$ cat src/rtl/smb_pkg.sv
package smb_pkg;
  localparam int          BYTE_W    = 8;
  localparam logic [6:0]  BASE_ADDR = 7'h4C;

  // pointer map: split pairs for control and rate, shared for limit
  localparam logic [7:0]  P_CTRL_RD  = 8'h03;
  localparam logic [7:0]  P_CTRL_WR  = 8'h09;
  localparam logic [7:0]  P_RATE_RD  = 8'h04;
  localparam logic [7:0]  P_RATE_WR  = 8'h0A;
  localparam logic [7:0]  P_LIMIT    = 8'h05;
  localparam logic [7:0]  P_IDENT_RD = 8'hFE;
  localparam logic [7:0]  IDENT_VAL  = 8'h41;
  localparam logic [7:0]  FILL_VAL   = 8'hFF;
  localparam int          NUM_WREG   = 3;

  typedef enum logic [2:0] {
    ST_IDLE, ST_ADDR, ST_ADDR_ACK, ST_WDATA, ST_WACK, ST_RDATA, ST_RACK
  } smb_state_e;

  typedef enum logic [2:0] {
    SEL_CTRL = 3'd0, SEL_RATE = 3'd1, SEL_LIMIT = 3'd2,
    SEL_IDENT = 3'd3, SEL_NONE = 3'd4
  } reg_sel_e;

  function automatic logic [6:0] own_addr(input bit alt);
    return BASE_ADDR | {6'd0, alt};
  endfunction

  function automatic reg_sel_e wr_target(input logic [7:0] p);
    case (p)
      P_CTRL_WR: return SEL_CTRL;
      P_RATE_WR: return SEL_RATE;
      P_LIMIT:   return SEL_LIMIT;
      default:   return SEL_NONE;
    endcase
  endfunction

  function automatic reg_sel_e rd_target(input logic [7:0] p);
    case (p)
      P_CTRL_RD:  return SEL_CTRL;
      P_RATE_RD:  return SEL_RATE;
      P_LIMIT:    return SEL_LIMIT;
      P_IDENT_RD: return SEL_IDENT;
      default:    return SEL_NONE;
    endcase
  endfunction

  function automatic logic [7:0] reset_value(input int idx);
    case (idx)
      0:       return 8'h00;
      1:       return 8'h08;
      default: return 8'h55;
    endcase
  endfunction
endpackage

$ cat src/rtl/smb_sync.sv
module smb_sync #(
  parameter int STAGES = 2
) (
  input  logic clk,
  input  logic rst_n,
  input  logic scl_i,
  input  logic sda_i,
  output logic scl_s,
  output logic sda_s,
  output logic scl_rise,
  output logic scl_fall,
  output logic sda_rise,
  output logic sda_fall
);
  // each stage holds {scl, sda}; bus idles high
  logic [STAGES-1:0][1:0] chain;
  logic [1:0]             prev;

  always_ff @(posedge clk or negedge rst_n) begin
    if (!rst_n) begin
      chain <= '1;
      prev  <= 2'b11;
    end else begin
      chain <= {chain[STAGES-2:0], {scl_i, sda_i}};
      prev  <= chain[STAGES-1];
    end
  end

  assign scl_s    = chain[STAGES-1][1];
  assign sda_s    = chain[STAGES-1][0];
  assign scl_rise =  scl_s & ~prev[1];
  assign scl_fall = ~scl_s &  prev[1];
  assign sda_rise =  sda_s & ~prev[0];
  assign sda_fall = ~sda_s &  prev[0];
endmodule

$ cat src/rtl/smb_regfile.sv
module smb_regfile
  import smb_pkg::*;
#(
  parameter int NREG = NUM_WREG
) (
  input  logic       clk,
  input  logic       rst_n,
  input  logic       wr_en,
  input  logic [7:0] wr_ptr,
  input  logic [7:0] wr_data,
  input  logic [7:0] rd_ptr,
  output logic [7:0] rd_data
);
  reg_sel_e              wsel;
  reg_sel_e              rsel;
  logic                  wr_hit;
  logic [NREG-1:0][7:0]  store;

  assign wsel   = wr_target(wr_ptr);
  assign rsel   = rd_target(rd_ptr);
  assign wr_hit = (wsel != SEL_NONE);

  generate
    for (genvar g = 0; g < NREG; g++) begin : g_reg
      logic [7:0] q;
      always_ff @(posedge clk or negedge rst_n) begin
        if (!rst_n)                                   q <= reset_value(g);
        else if (wr_en && wsel == reg_sel_e'(3'(g)))  q <= wr_data;
      end
      assign store[g] = q;
    end
  endgenerate

  always_comb begin
    case (rsel)
      SEL_CTRL:  rd_data = store[0];
      SEL_RATE:  rd_data = store[1];
      SEL_LIMIT: rd_data = store[2];
      SEL_IDENT: rd_data = IDENT_VAL;
      default:   rd_data = FILL_VAL;
    endcase
  end

  // a write aimed at no writable register leaves every register intact
  a_r9_discard_write: assert property (@(posedge clk) disable iff (!rst_n)
    (wr_en && !wr_hit) |=> $stable(store));
  // without a write strobe no register moves
  a_r5_hold_unwritten: assert property (@(posedge clk) disable iff (!rst_n)
    (!wr_en) |=> $stable(store));
endmodule

$ cat src/rtl/smb_ptr_slave.sv
module smb_ptr_slave
  import smb_pkg::*;
#(
  parameter bit ALT_ADDR    = 1'b0,
  parameter int SYNC_STAGES = 2
) (
  input  logic clk,
  input  logic rst_n,
  input  logic scl_i,
  input  logic sda_i,
  output logic sda_oe
);
  localparam logic [6:0] MY_ADDR = own_addr(ALT_ADDR);
  localparam int         CNT_W   = $clog2(BYTE_W + 1);
  localparam logic [CNT_W-1:0] CNT_FULL = CNT_W'(BYTE_W);

  logic scl_s, sda_s, scl_rise, scl_fall, sda_rise, sda_fall;
  logic start_evt, stop_evt, byte_done, addr_hit, ptr_load, reg_wr;

  smb_state_e       state;
  logic [CNT_W-1:0] cnt;
  logic [7:0]       shreg, txreg, ptr, rd_data;
  logic             rw, first_byte, mnack, oe_q;

  smb_sync #(.STAGES(SYNC_STAGES)) u_sync (
    .clk(clk), .rst_n(rst_n), .scl_i(scl_i), .sda_i(sda_i),
    .scl_s(scl_s), .sda_s(sda_s), .scl_rise(scl_rise), .scl_fall(scl_fall),
    .sda_rise(sda_rise), .sda_fall(sda_fall)
  );

  // bus events, named for the checks below
  assign start_evt = sda_fall & scl_s;
  assign stop_evt  = sda_rise & scl_s;
  assign byte_done = scl_fall & (cnt == CNT_FULL);
  assign addr_hit  = (shreg[7:1] == MY_ADDR);
  assign ptr_load  = (state == ST_WDATA) & byte_done &  first_byte & ~start_evt & ~stop_evt;
  assign reg_wr    = (state == ST_WDATA) & byte_done & ~first_byte & ~start_evt & ~stop_evt;

  smb_regfile #(.NREG(NUM_WREG)) u_regs (
    .clk(clk), .rst_n(rst_n), .wr_en(reg_wr), .wr_ptr(ptr), .wr_data(shreg),
    .rd_ptr(ptr), .rd_data(rd_data)
  );

  always_ff @(posedge clk or negedge rst_n) begin
    if (!rst_n)        ptr <= 8'h00;
    else if (ptr_load) ptr <= shreg;
  end

  always_ff @(posedge clk or negedge rst_n) begin
    if (!rst_n) begin
      state      <= ST_IDLE;
      cnt        <= '0;
      shreg      <= '0;
      txreg      <= '0;
      rw         <= 1'b0;
      first_byte <= 1'b0;
      mnack      <= 1'b0;
      oe_q       <= 1'b0;
    end else if (stop_evt) begin
      state <= ST_IDLE;
      oe_q  <= 1'b0;
    end else if (start_evt) begin
      state <= ST_ADDR;
      cnt   <= '0;
      oe_q  <= 1'b0;
    end else begin
      case (state)
        ST_ADDR: begin
          if (scl_rise) begin
            shreg <= {shreg[6:0], sda_s};
            cnt   <= cnt + 1'b1;
          end else if (byte_done) begin
            if (addr_hit) begin
              state <= ST_ADDR_ACK;
              oe_q  <= 1'b1;
              rw    <= shreg[0];
            end else begin
              state <= ST_IDLE;
            end
          end
        end
        ST_ADDR_ACK: begin
          if (scl_fall) begin
            cnt <= '0;
            if (rw) begin
              txreg <= rd_data;
              oe_q  <= ~rd_data[7];
              state <= ST_RDATA;
            end else begin
              oe_q       <= 1'b0;
              first_byte <= 1'b1;
              state      <= ST_WDATA;
            end
          end
        end
        ST_WDATA: begin
          if (scl_rise) begin
            shreg <= {shreg[6:0], sda_s};
            cnt   <= cnt + 1'b1;
          end else if (byte_done) begin
            oe_q       <= 1'b1;
            first_byte <= 1'b0;
            state      <= ST_WACK;
          end
        end
        ST_WACK: begin
          if (scl_fall) begin
            oe_q  <= 1'b0;
            cnt   <= '0;
            state <= ST_WDATA;
          end
        end
        ST_RDATA: begin
          if (scl_rise) begin
            cnt <= cnt + 1'b1;
          end else if (scl_fall) begin
            if (cnt == CNT_FULL) begin
              oe_q  <= 1'b0;
              state <= ST_RACK;
            end else begin
              txreg <= {txreg[6:0], 1'b0};
              oe_q  <= ~txreg[6];
            end
          end
        end
        ST_RACK: begin
          if (scl_rise) begin
            mnack <= sda_s;
          end else if (scl_fall) begin
            if (mnack) begin
              state <= ST_IDLE;
            end else begin
              txreg <= rd_data;
              oe_q  <= ~rd_data[7];
              cnt   <= '0;
              state <= ST_RDATA;
            end
          end
        end
        default: oe_q <= 1'b0;
      endcase
    end
  end

  assign sda_oe = oe_q;

  // STOP always lands in idle with the line released
  a_r2_stop_to_idle: assert property (@(posedge clk) disable iff (!rst_n)
    stop_evt |=> (state == ST_IDLE && !sda_oe));
  // an address miss leaves the bus alone
  a_r1_miss_release: assert property (@(posedge clk) disable iff (!rst_n)
    (state == ST_ADDR && byte_done && !addr_hit && !start_evt && !stop_evt)
      |=> (state == ST_IDLE && !sda_oe));
  // the line is held low for the whole acknowledge slot
  a_r3_ack_held: assert property (@(posedge clk) disable iff (!rst_n)
    (state == ST_ADDR_ACK || state == ST_WACK) |-> sda_oe);
  // only the first write byte moves the pointer
  a_r4_ptr_only_first: assert property (@(posedge clk) disable iff (!rst_n)
    (!ptr_load) |=> $stable(ptr));
  // a master NACK ends the read and frees the line
  a_r11_nack_release: assert property (@(posedge clk) disable iff (!rst_n)
    (state == ST_RACK && scl_fall && mnack && !start_evt && !stop_evt)
      |=> (state == ST_IDLE && !sda_oe));
  // the master owns SDA during write data bits and the master ack slot
  a_r12_master_slots: assert property (@(posedge clk) disable iff (!rst_n)
    (state == ST_WDATA || state == ST_RACK) |-> !sda_oe);
  // idle never drives the line
  a_r13_idle_quiet: assert property (@(posedge clk) disable iff (!rst_n)
    (state == ST_IDLE) |-> !sda_oe);
endmodule

$ cat config.mk
export PLATFORM = sky130hd
export DESIGN_NAME = smb_ptr_slave
export DESIGN_NICKNAME = d
export VERILOG_FILES = /design/src/rtl/smb_pkg.sv /design/src/rtl/smb_sync.sv /design/src/rtl/smb_regfile.sv /design/src/rtl/smb_ptr_slave.sv
export SDC_FILE = /design/constraint.sdc
export NUM_CORES = 1
export LEC_CHECK = 0
export ABC_AREA = 1
export BUFFER_PORTS_ARGS = -buffer_cell sky130_fd_sc_hd__buf_2
export CAP_MARGIN = 30
export CORE_MARGIN = 2
export CORE_UTILIZATION = 56
export CTS_CLUSTER_DIAMETER = 120
export DETAILED_ROUTE_END_ITERATION = 6
export PLACE_DENSITY = 0.75
export SYNTH_ARGS = -nofsm -noshare
export SYNTH_HDL_FRONTEND = slang
export SYNTH_SLANG_ARGS = --single-unit
$ cat constraint.sdc
create_clock -name clk -period 1.5 [get_ports clk]
set_clock_uncertainty 0.05 [all_clocks]
set_input_delay 0.3 -clock clk [delete_from_list [all_inputs] [get_ports clk]]
set_output_delay 0.3 -clock clk [all_outputs]
set_load 0.005 [all_outputs]
==> key figures <==
Detailed routing
  – Vias: 3411
  – DR vias/cell: 5.77
  – DRC violations left: 0
  – Detailed Route WL: 10.5 mm
  – Post-route ant nets: 0
  – DR iter-0 viols: 376
  – Routed WL per cell: 17.8 microns
  – DR pass1 iterations: 5

Clock tree
  – CTS clk-pin slew, worst paths: 0.07 ns
  – TritonCTS buffer count: 9
  – CTS H-tree lvls: 3
  – Clock buffer depth: 2
  – TritonCTS clock tree: yes
  – Clock sink count: 64
  – Clk_lat worst skew: 0.35 ns
  – Clk root buf: clkbuf_8

Synthesis
  – Yosys warns: 0
  – Mapped Area: 0.00323 sq mm
  – Flops & latches, synth: 64
  – Ys async rst share: 100%
  – Post-synthesis cell count: 411
  – Syn Area/Cell: 7.86 sq um
  – Seq/Total Area, Yosys: 50.0%
  – Top FF cell, synth: dfrtp_1
  – EDFF count, synth: 0
  – Synth cell types: 30
  – Synthesized Nets: 417

STA
  – Tmin final: 1.78 ns
  – Final hold slack: 0.303 ns
  – Final period utilization: 118%
  – Final worst slack: -0.275 ns
  – RSZ-0062 raised after global routing: yes
  – Actual slew at the worst max-slew pin: 0.618 ns
  – Post-Route Setup TNS: -9.90 ns
  – Achievable Freq: 0.563 GHz
  – Final Max Slew Viols: 0
  – # setup viols final: 51
  – Fin. Hold Viols: 0
  – Relative slew slack: 58.6%

GRT
  – Routing usage on met1: 38.6%
  – Initial antenna violation count: 0
  – Pin count of the biggest net entering global routing: 65
  – GR peak layer: met2
  – Grt ovf: 0
  – Routing usage on met2: 50.2%
  – Vias in the first global route: 3021
  – GR Util met3: 7.47%
  – First-pass GRT wire length: 14.6 mm
  – Total global routing track utilization: 30.6%

Layout
  – Final std cells w/o fill: 591
  – Util after Layout: 85.8%
  – Fillers: 274
  – Area of the multi-input gates: 0.00185 sq mm
  – Register area: 0.00162 sq mm
  – Design Area, Final: 0.00475 sq mm
  – Area grow syn2layout: 47.0%
  – Nets@finish: 520
  – # diodes: 0
  – Layout cells sized above 1: 44.5%

Placement
  – Placed inst area: 0.00384 sq mm
  – DP Cell Count: 543
  – GP Congestion: 0.912
  – Port Buffer Count: 4
  – Pre-CTS WS: -0.182 ns
  – Dpl hpwl: 5.51 mm

Worst setup path
  – Crit path required time: 1.71 ns
  – CP Max Fanout: 8
  – Critical path arrival: 1.98 ns
  – Max stage delay cell, worst path: dfrtp_1
  – Startpoint Class: flop
  – Crit-path max cell delay: 0.39 ns
  – Reg-to-reg critical path startpoint: cnt[0]$_DFFE_PN0P_
  – Critical path, cell by cell: inv_2 > ha_2 > nand3b_1 > nor2_2 > inv_2 > buf_4 > nor2_4 > nand2_2 > o21ai_0
  – Most common cell on crit path: inv_2
  – RR Endpoint: ptr[3]$_DFFE_PN0P_
  – Reg2Reg Depth: 9
  – R2r setup slk: -0.28 ns
  – Critical path type: reg -> reg
  – Worst setup EP type: flop

Floorplan
  – Die Y: 80.0 microns
  – IO Pins: 5
  – FP Rows: 27
  – Die X-Extent: 80.0 microns
  – Core area: 0.00554 sq mm
  – Initial Util: 58.3%
  – DIE AREA: 0.00640 sq mm

Power and ir drop
  – Logic pwr share: 14.5%
  – Sw frac: 28.4%
  – P per Cell Area: 788 mW/mm^2
  – Sequential power share: 48.5%
  – P_int: 2.68 mW
  – Net Switching: 1.06 mW
  – Max VDD drop: 611 uV
  – Clock share of power: 37.0%
  – Leakage power: 2.16 nW
  – Overall power: 3.74 mW

Hold path
  – Hold Path Class: reg -> reg
  – Worst Hold Path EP: u_sync.sda_s$_DFF_PN1_
  – WHS Path Cells: 0
  – Min-delay src: u_sync.chain[0]$_DFF_PN1_

Flow run
  – Maximum capacitance violations: 0

Run status
  – Failing checks: setup timing
  – Status: finished, violations left
## worst max-delay path, delay by kind of cell (launching register included)
kind                       cells  cell delay (ns)
AOI/OAI and AO/OA              1             0.19
adders and majority gates      1             0.16
buffers and inverters          3             0.29
DFF                            1             0.39
and+or+nand+nor                4             0.61
## final cells by class
class,instances,share of cell area [%]
timing repair buffer,95,17.4
sequential,64,34.1
clock buffer,12,3.26
multi-input combinational,298,39.0
tap,72,1.90
clock inverter,4,0.606
inverter,46,3.79
## placed cells by master, fill, tap and decap left out, types with 8 or more instances in the layout
cell,instances
clkbuf_8,11
dfrtp_1,50
nor2_4,18
nand2_2,24
inv_2,11
o21ai_0,12
buf_6,9
o21ai_2,10
nand4_1,15
buf_4,73
dfstp_2,11
a21oi_1,8
o21ai_1,30
nor2_2,13
inv_1,32
nand3_1,12
nor2_1,20
nand2_1,98
nand2_4,10
## cell families after synthesis
family,synth area share (%)
AND/OR/NAND/NOR,29.9
XOR/XNOR,0.542
AO/OA/AOI/OAI,12.1
buffers and inverters,6.70
adder cells (fa/ha/maj),0.774
flip-flops,50.0
## synthesized netlist by cell type (2+ instances only)
library cell	instances	area (sq um)
nor2_2	4	25.0
o21ai_0	24	120
dfrtp_1	53	1330
dfstp_2	11	289
nand3_1	16	80.1
buf_2	5	25.0
nor2_1	45	169
a31oi_1	2	12.5
o21ai_1	21	105
o21ai_2	9	78.8
nand4_1	15	93.8
a21oi_1	13	65.1
nand2_1	124	465
ha_1	2	25.0
nor2_4	2	22.5
inv_1	41	154
nand2_2	7	43.8
inv_2	5	18.8
## registers in the layout (all words and copies together) (netlist names)
signal / cells
u_regs.g.q: 24
ptr: 8
shreg: 8
txreg: 7
cnt: 4
state: 3
u_sync.chain: 2
u_sync.prev: 2
first_byte: 1
mnack: 1
rw: 1
sda_oe: 1
u_sync.scl_s: 1
u_sync.sda_s: 1
## repair_timing
item                                    in CTS  in global routing
hold buffers                                 3                  0
pin swaps                                   23                 22
resized for setup                           62                 70
cloned                                       3                  2
setup buffers                               14                 17
endpoints found under the setup margin      56                 58
hold endpoints to repair                    55                  0
## power by group through the flow
stage	Clock, mW	Combinational, mW	Sequential (mW)
after global routing	1.47	0.575	1.82
after global placement	0	0.376	1.84
after detailed placement	0	0.383	1.84
after floorplan	0	0.183	1.83
final	1.38	0.544	1.82
after CTS	1.39	0.442	1.81
## how the worst max path moves through the flow
stage	startpoint	end	slack [ns]	cells past startpoint
6_report	cnt[0]$_DFFE_PN0P_	ptr[3]$_DFFE_PN0P_	-0.28	9
5_1_grt	cnt[0]$_DFFE_PN0P_	u_regs.g_reg[2].q[6]$_DFFE_PN1P_	-0.40	10
4_1_cts	cnt[0]$_DFFE_PN0P_	u_regs.g_reg[0].q[3]$_DFFE_PN0P_	-0.17	10
3_5_place_dp	cnt[0]$_DFFE_PN0P_	u_regs.g_reg[2].q[7]$_DFFE_PN0P_	-0.18	9
3_3_place_gp	cnt[0]$_DFFE_PN0P_	u_regs.g_reg[0].q[3]$_DFFE_PN0P_	-0.15	9
2_1_floorplan	cnt[0]$_DFFE_PN0P_	u_regs.g_reg[1].q[6]$_DFFE_PN0P_	-0.16	10
## per-layer routing
layer / routed length, microns / vias up
met2: 5250 / 175
met3: 666 / 36
met4: 318 / 0
li1: - / 1546
met1: 4280 / 1654
met5: 0 / -
Power figures use the tool's default switching activity.
